**src/rtl/abm_pkg.sv**
```systemverilog
// Package: shared types of the asynchronous acknowledge bus master.
// Assumes: one access at a time; the states are listed in their order of use.
package abm_pkg;

    typedef enum logic [2:0] {
        ST_IDLE,
        ST_SETUP,
        ST_START_DLY,
        ST_WAIT_ACK,
        ST_DATA,
        ST_HOLD
    } abm_state_e;

endpackage

```
**src/rtl/abm_sync.sv**
```systemverilog
// Module: multi-stage synchronizer for one asynchronous input bit.
// Assumes: the input may change at any time; the output lags by STAGES edges.
module abm_sync #(
    parameter int STAGES = 2
) (
    input  logic clk,
    input  logic rst_n,
    input  logic d,
    output logic q
);

    logic [STAGES-1:0] chain;

    // Shift the raw input through the flop chain.
    always_ff @(posedge clk) begin
        if (!rst_n) begin
            chain <= '0;
        end else begin
            chain <= {chain[STAGES-2:0], d};
        end
    end

    assign q = chain[STAGES-1];

endmodule

```
**src/rtl/abm_timer.sv**
```systemverilog
// Module: loadable down counter that flags when it reaches zero.
// Assumes: load has priority over decrement; decrement at zero is never requested.
module abm_timer #(
    parameter int W = 8
) (
    input  logic         clk,
    input  logic         rst_n,
    input  logic         load,
    input  logic [W-1:0] load_val,
    input  logic         dec,
    output logic         zero
);

    logic [W-1:0] cnt;

    // Load a new count or step the current count down.
    always_ff @(posedge clk) begin
        if (!rst_n) begin
            cnt <= '0;
        end else if (load) begin
            cnt <= load_val;
        end else if (dec) begin
            cnt <= cnt - W'(1);
        end
    end

    assign zero = (cnt == '0);

endmodule

```
**src/rtl/abm_ctrl.sv**
```systemverilog
// Module: access sequencer. Steps idle, setup, start delay, acknowledge wait,
// data and hold, and shares one counter between the start delay and the timeout.
// Assumes: ack_hit is already synchronized and corrected for polarity.
module abm_ctrl
    import abm_pkg::*;
#(
    parameter int DLYW = 4,
    parameter int TOW  = 8
) (
    input  logic            clk,
    input  logic            rst_n,
    input  logic            req_valid,
    input  logic            ack_hit,
    input  logic [DLYW-1:0] cfg_start_dly,
    input  logic [TOW-1:0]  cfg_timeout,
    output abm_state_e      state,
    output logic            accept,
    output logic            capture,
    output logic            err_q
);

    localparam int CW = (DLYW > TOW) ? DLYW : TOW;

    abm_state_e      nxt;
    logic            abort;
    logic            tmr_load;
    logic            tmr_dec;
    logic            tmr_zero;
    logic [CW-1:0]   tmr_val;
    logic [DLYW-1:0] dly_m1;

    assign dly_m1 = cfg_start_dly - DLYW'(1);

    // Next-state decode with the counter controls for each phase.
    always_comb begin
        nxt      = state;
        accept   = 1'b0;
        capture  = 1'b0;
        abort    = 1'b0;
        tmr_load = 1'b0;
        tmr_dec  = 1'b0;
        tmr_val  = '0;
        case (state)
            ST_IDLE: begin
                if (req_valid) begin
                    nxt    = ST_SETUP;
                    accept = 1'b1;
                end
            end
            ST_SETUP: begin
                tmr_load = 1'b1;
                if (cfg_start_dly == '0) begin
                    nxt     = ST_WAIT_ACK;
                    tmr_val = CW'(cfg_timeout);
                end else begin
                    nxt     = ST_START_DLY;
                    tmr_val = CW'(dly_m1);
                end
            end
            ST_START_DLY: begin
                if (tmr_zero) begin
                    nxt      = ST_WAIT_ACK;
                    tmr_load = 1'b1;
                    tmr_val  = CW'(cfg_timeout);
                end else begin
                    tmr_dec = 1'b1;
                end
            end
            ST_WAIT_ACK: begin
                if (ack_hit) begin
                    nxt     = ST_DATA;
                    capture = 1'b1;
                end else if (tmr_zero) begin
                    nxt   = ST_HOLD;
                    abort = 1'b1;
                end else begin
                    tmr_dec = 1'b1;
                end
            end
            ST_DATA: nxt = ST_HOLD;
            ST_HOLD: nxt = ST_IDLE;
            default: nxt = ST_IDLE;
        endcase
    end

    // State register.
    always_ff @(posedge clk) begin
        if (!rst_n) begin
            state <= ST_IDLE;
        end else begin
            state <= nxt;
        end
    end

    // Remember a timeout abort until the next request is taken.
    always_ff @(posedge clk) begin
        if (!rst_n) begin
            err_q <= 1'b0;
        end else if (accept) begin
            err_q <= 1'b0;
        end else if (abort) begin
            err_q <= 1'b1;
        end
    end

    abm_timer #(.W(CW)) u_timer (
        .clk      (clk),
        .rst_n    (rst_n),
        .load     (tmr_load),
        .load_val (tmr_val),
        .dec      (tmr_dec),
        .zero     (tmr_zero)
    );

endmodule

```
**src/rtl/async_ack_bus_master.sv**
```systemverilog
// Module: top of the asynchronous acknowledge bus master. Holds the request
// registers and read data and decodes the bus strobes from the sequencer state.
// Assumes: bus_ack is asynchronous; the device holds bus_din valid while it
// asserts the acknowledge.
module async_ack_bus_master
    import abm_pkg::*;
#(
    parameter int AW   = 16,
    parameter int DW   = 16,
    parameter int DLYW = 4,
    parameter int TOW  = 8
) (
    input  logic            clk,
    input  logic            rst_n,
    input  logic            cfg_ack_high,
    input  logic [DLYW-1:0] cfg_start_dly,
    input  logic [TOW-1:0]  cfg_timeout,
    input  logic            req_valid,
    output logic            req_ready,
    input  logic            req_write,
    input  logic [AW-1:0]   req_addr,
    input  logic [DW-1:0]   req_wdata,
    output logic            rsp_done,
    output logic            rsp_error,
    output logic [DW-1:0]   rsp_rdata,
    output logic            bus_cs_n,
    output logic            bus_oe_n,
    output logic            bus_we_n,
    output logic [AW-1:0]   bus_addr,
    output logic [DW-1:0]   bus_dout,
    output logic            bus_dout_en,
    input  logic [DW-1:0]   bus_din,
    input  logic            bus_ack
);

    abm_state_e    state;
    logic          accept;
    logic          capture;
    logic          err_q;
    logic          ack_s;
    logic          ack_hit;
    logic          wr_q;
    logic [AW-1:0] addr_q;
    logic [DW-1:0] wdata_q;
    logic          in_cycle;
    logic          strobe;

    abm_sync #(.STAGES(2)) u_ack_sync (
        .clk   (clk),
        .rst_n (rst_n),
        .d     (bus_ack),
        .q     (ack_s)
    );

    assign ack_hit = (ack_s == cfg_ack_high);

    abm_ctrl #(.DLYW(DLYW), .TOW(TOW)) u_ctrl (
        .clk           (clk),
        .rst_n         (rst_n),
        .req_valid     (req_valid),
        .ack_hit       (ack_hit),
        .cfg_start_dly (cfg_start_dly),
        .cfg_timeout   (cfg_timeout),
        .state         (state),
        .accept        (accept),
        .capture       (capture),
        .err_q         (err_q)
    );

    // Latch direction, address and write data when a request is taken.
    always_ff @(posedge clk) begin
        if (!rst_n) begin
            wr_q    <= 1'b0;
            addr_q  <= '0;
            wdata_q <= '0;
        end else if (accept) begin
            wr_q    <= req_write;
            addr_q  <= req_addr;
            wdata_q <= req_wdata;
        end
    end

    // Sample the read bus on the edge where the acknowledge is first seen.
    always_ff @(posedge clk) begin
        if (!rst_n) begin
            rsp_rdata <= '0;
        end else if (capture && !wr_q) begin
            rsp_rdata <= bus_din;
        end
    end

    // Decode the phases that hold chip select and the strobes.
    always_comb begin
        in_cycle = (state == ST_SETUP) || (state == ST_START_DLY) ||
                   (state == ST_WAIT_ACK) || (state == ST_DATA);
        strobe   = (state == ST_START_DLY) || (state == ST_WAIT_ACK);
    end

    assign bus_cs_n    = !in_cycle;
    assign bus_oe_n    = !(strobe && !wr_q);
    assign bus_we_n    = !(strobe && wr_q);
    assign bus_addr    = addr_q;
    assign bus_dout    = wdata_q;
    assign bus_dout_en = wr_q && (in_cycle || (state == ST_HOLD));
    assign req_ready   = (state == ST_IDLE);
    assign rsp_done    = (state == ST_HOLD);
    assign rsp_error   = (state == ST_HOLD) && err_q;

endmodule

```
**config.mk**
```make
export PLATFORM = sky130hd
export DESIGN_NAME = async_ack_bus_master
export DESIGN_NICKNAME = d
export VERILOG_FILES = /design/src/rtl/abm_pkg.sv /design/src/rtl/abm_sync.sv /design/src/rtl/abm_timer.sv /design/src/rtl/abm_ctrl.sv /design/src/rtl/async_ack_bus_master.sv
export SDC_FILE = /design/constraint.sdc
export NUM_CORES = 1
export LEC_CHECK = 0
export BUFFER_PORTS_ARGS = -buffer_cell sky130_fd_sc_hd__buf_2
export CORE_MARGIN = 5
export CORE_UTILIZATION = 43
export DETAILED_ROUTE_END_ITERATION = 10
export PLACE_DENSITY = 0.82
export SYNTH_ARGS = -nofsm -noshare
export SYNTH_HDL_FRONTEND = slang
export SYNTH_SLANG_ARGS = --single-unit
```
**constraint.sdc**
```tcl
create_clock -name clk -period 1.7 [get_ports clk]
set_input_delay 0.255 -clock clk [delete_from_list [all_inputs] [get_ports clk]]
set_output_delay 0.255 -clock clk [all_outputs]
set_load 0.1 [all_outputs]
```
==> results.py <==
metrics = {
    "sta": {
        "report.final.slew_viol_count": 0,
        "max_freq_mhz": 538,
        "setup_ws_ns": -0.160,
        "hold_violations": 0,
        "max_slew_margin_pct": 66.3,
        "setup_viol": 16,
        "hold_ws_ns": 0.129,
        "fin_crit_sh_pct": 109,
        "finClkSkew_ns": 0.00871,
        "setup_tns_ns": -1.50,
        "rsz0062_at_grt": "yes",
        "tightest_slew_ns": 0.500,
        "period_needed_ns": 1.86,
    },
    "clocking": {
        "numCtsBuffers": 9,
        "ctsLongestPathBuffers": 2,
        "clk_latency_ns": 0.33,
        "cts_max_level": 3,
        "cts_root_buffer": "clkbuf_8",
        "path_clk_slew_ns": 0.07,
        "cts_tree": "yes",
        "cts_hold_buf": 0,
        "cts_sinks": 63,
    },
    "placed_design": {
        "globalplace.congestion": 0.812,
        "portBuffers": 120,
        "dp_hpwl_um": 5610,
    },
    "route": {
        "ant_nets": 0,
        "firstDrtPassIters": 4,
        "vias": 2971,
        "wl_um": 8550,
        "drc": 0,
        "drtIter0Drc": 117,
        "routedWlPerCell_um": 14.8,
        "via_per_inst": 5.14,
    },
    "global_route": {
        "grt_max_degree": 35,
        "grt_overflow_total": 0,
        "gr-usage-met1_pct": 20.3,
        "grt_pass1_vias": 2930,
        "grtUsageMet2_pct": 34.1,
        "antenna_found_initial": 0,
        "grt_pass1_wl_um": 13100,
        "track_usage_pct": 19.1,
        "grt_busiest_layer": "met2",
        "use_met3_pct": 5.42,
    },
    "die": {
        "coreArea_um2": 6350,
        "rows": 29,
        "io_pins": 121,
        "start_util_pct": 44.0,
        "die_w_um": 90.6,
        "die_h_um": 90.6,
        "dieArea_um2": 8210,
    },
    "worst_setup_path": {
        "worst-r2r-setup-slack_ns": -0.16,
        "arrival_ns": 2.07,
        "endpoint": "u_ctrl.u_timer.cnt[3]",
        "crit_start": "u_ctrl.u_timer.cnt[5]",
        "r2r-start": "u_ctrl.u_timer.cnt[5]",
        "critPathKind": "flip-flop to flip-flop",
        "cp-start-kind": "flip-flop",
        "r2r_end": "u_ctrl.u_timer.cnt[3]",
        "required_ns": 1.91,
        "ff2ff_path_depth": 6,
        "crit_path_end_kind": "flip-flop",
        "cp_max_fo": 6,
    },
    "run_status": {
        "violations": "negative setup slack",
        "status": "finished with violations",
    },
    "finish": {
        "layout_common_cells": "114 x buf_2, 107 x nand2_1, 57 x dfxtp_1",
        "syn_to_final_growth_pct": 55.0,
        "layout-drive-gt1-share_pct": 45.7,
        "num_antenna_cells": 0,
        "multi_input_area_um2": 1570,
        "final_common_cell": "buf_2",
        "fin_util_pct": 68.2,
        "layout.nets": 566,
        "final-seq-area_um2": 1270,
        "nFillCells": 502,
    },
    "synth": {
        "ys_ff_latch": 63,
        "ys_warn_count": 0,
        "synth_compound_area_share_pct": 22.5,
        "synthTopCellsByArea": "dfxtp_1 45%, nand2_1 15%, a21boi_0 13%",
        "yosysTopAreaCell": "dfxtp_1",
        "synthSimpleGateAreaFrac_pct": 23.4,
        "synth_top_area_share_pct": 45.2,
        "syn-num-nets": 408,
        "synth_cell_type_count": 44,
        "synth_fa_ha_area_share_pct": 1.79,
        "avgSynthCellArea_um2": 8.26,
        "synthMuxAreaShare_pct": 0.403,
        "yosysSeqAreaShare_pct": 45.2,
        "syn-cell-area_um2": 2790,
        "synth_top_family_by_area": "simple AND/OR/NAND/NOR gates",
        "synth-xor-area-share_pct": 1.57,
        "syn-instance-count": 338,
    },
    "run": {
        "max-cap-violations": 0,
    },
    "power_and_ir_drop": {
        "powerDensity_nw_per_um2": 1730,
        "p_total_mw": 7.51,
        "ir_worst_vdd_uv": 1000,
        "p_leak_nw": 2.00,
    },
    "worst_hold_path": {
        "hold_path_class": "input pin to flip-flop",
    },
}
[synthesized netlist by cell type]
library cell    n
nor3_1          6
o311a_1         1
xnor2_1         3
nor3b_1         2
a31oi_1         2
mux2_2          1
a22oi_1         1
nand2_1       110
or3b_1          2
a41o_1          1
o21a_1          1
ha_1            4
dfxtp_1        63
o32ai_1         1
clkbuf_1       14
nand4_1         1
and2b_1         1
or3b_2          1
o21a_2          1
clkbuf_8        1
or4_4           1
or3_1           2
and2_1          6
nor2_1          5
or2_2           1
o2bb2ai_2       1
or2b_2          1
buf_6           2
o22ai_1         6
a32oi_1         1
inv_1           8
a21boi_0       49
a21oi_1        10
nor2b_1         1
and3_1          1
o21ai_1         2
o41ai_4         1
xor2_1          2
o21ai_0         8
nor4_1          3
nand2b_1        3
a21boi_1        1
buf_2           5
nor3_2          1
[worst min path at each step]
stage                          endpoint           startpoint  cells after the start
finish              u_ack_sync.chain[0]              bus_ack                      2
detailed placement  u_ack_sync.chain[1]  u_ack_sync.chain[0]                      1
global route        u_ack_sync.chain[0]              bus_ack                      2
global placement    u_ack_sync.chain[1]  u_ack_sync.chain[0]                      1
floorplan           u_ack_sync.chain[0]              bus_ack                      1
CTS                 u_ack_sync.chain[0]              bus_ack                      2
[where the power goes]
part / leakage (nW) / internal [mW] / total (mW) / switching, mW
Sequential: 0.517 / 1.72 / 1.88 / 0.161
Combinational: 1.39 / 1.65 / 4.33 / 2.68
Clock: 0.0981 / 0.709 / 1.29 / 0.585
[per-layer routing]
layer | share of wire [%] | wire, µm
met3 | 7.3 | 625
met1 | 39 | 3320
met4 | 2.7 | 227
met2 | 51 | 4380
met5 | 0 | 0
[cell type report]
type                    instances  share of cell area (%)
flip-flops and latches         63                    29.4
well taps                      77                    2.23
multi-input cells             245                    36.4
clock inverters                 6                    1.39
clock buffers                  10                    3.18
repair buffers                169                    26.7
inverters                       8                   0.751
[stage by stage]
stage	area, µm²	setup WS, ns	cells
after floorplan	2880	-0.444	338
after global placement	3800	-0.0238	545
after detailed placement	3800	-0.114	545
after CTS	4180	-0.109	571
after global routing	4330	-0.238	578
final	4330	-0.160	578
[timing repair]
| item | 4_1_cts | 5_1_grt |
|---|---|---|
| setup buffers | 10 | 7 |
| setup endpoints to repair | 31 | 53 |
| endpoints found under the hold margin | 0 | 0 |
| pin swaps | 4 | 7 |
| cloned | 0 | 1 |
| gates resized for setup | 19 | 31 |
[worst max-delay path: stages (launching register included)]
cell	delay (ns)
dfxtp_1	0.34
or4_4	0.58
o41ai_4	0.32
buf_6	0.18
o22ai_2	0.09
a21oi_2	0.14
o22ai_2	0.09
[flip-flops by register name (all words and copies together) (netlist names)]
signal              cells
u_ack_sync.chain        2
bus_addr               16
wr_q                    1
u_ctrl.state            3
rsp_rdata              16
u_ctrl.u_timer.cnt      8
u_ctrl.err_q            1
bus_dout               16
[kinds of logic (layout without fill, tap and decap cells)]
group,after synthesis,after routing
xor gates and xnor gates,5,5
DFF,63,63
muxes,1,1
adders and majority gates,4,4
buffers and inverters,30,193
AOI/OAI and AO/OA,87,87
and+or+nand+nor,148,148
Note: power is estimated with default switching activity, not from simulation.
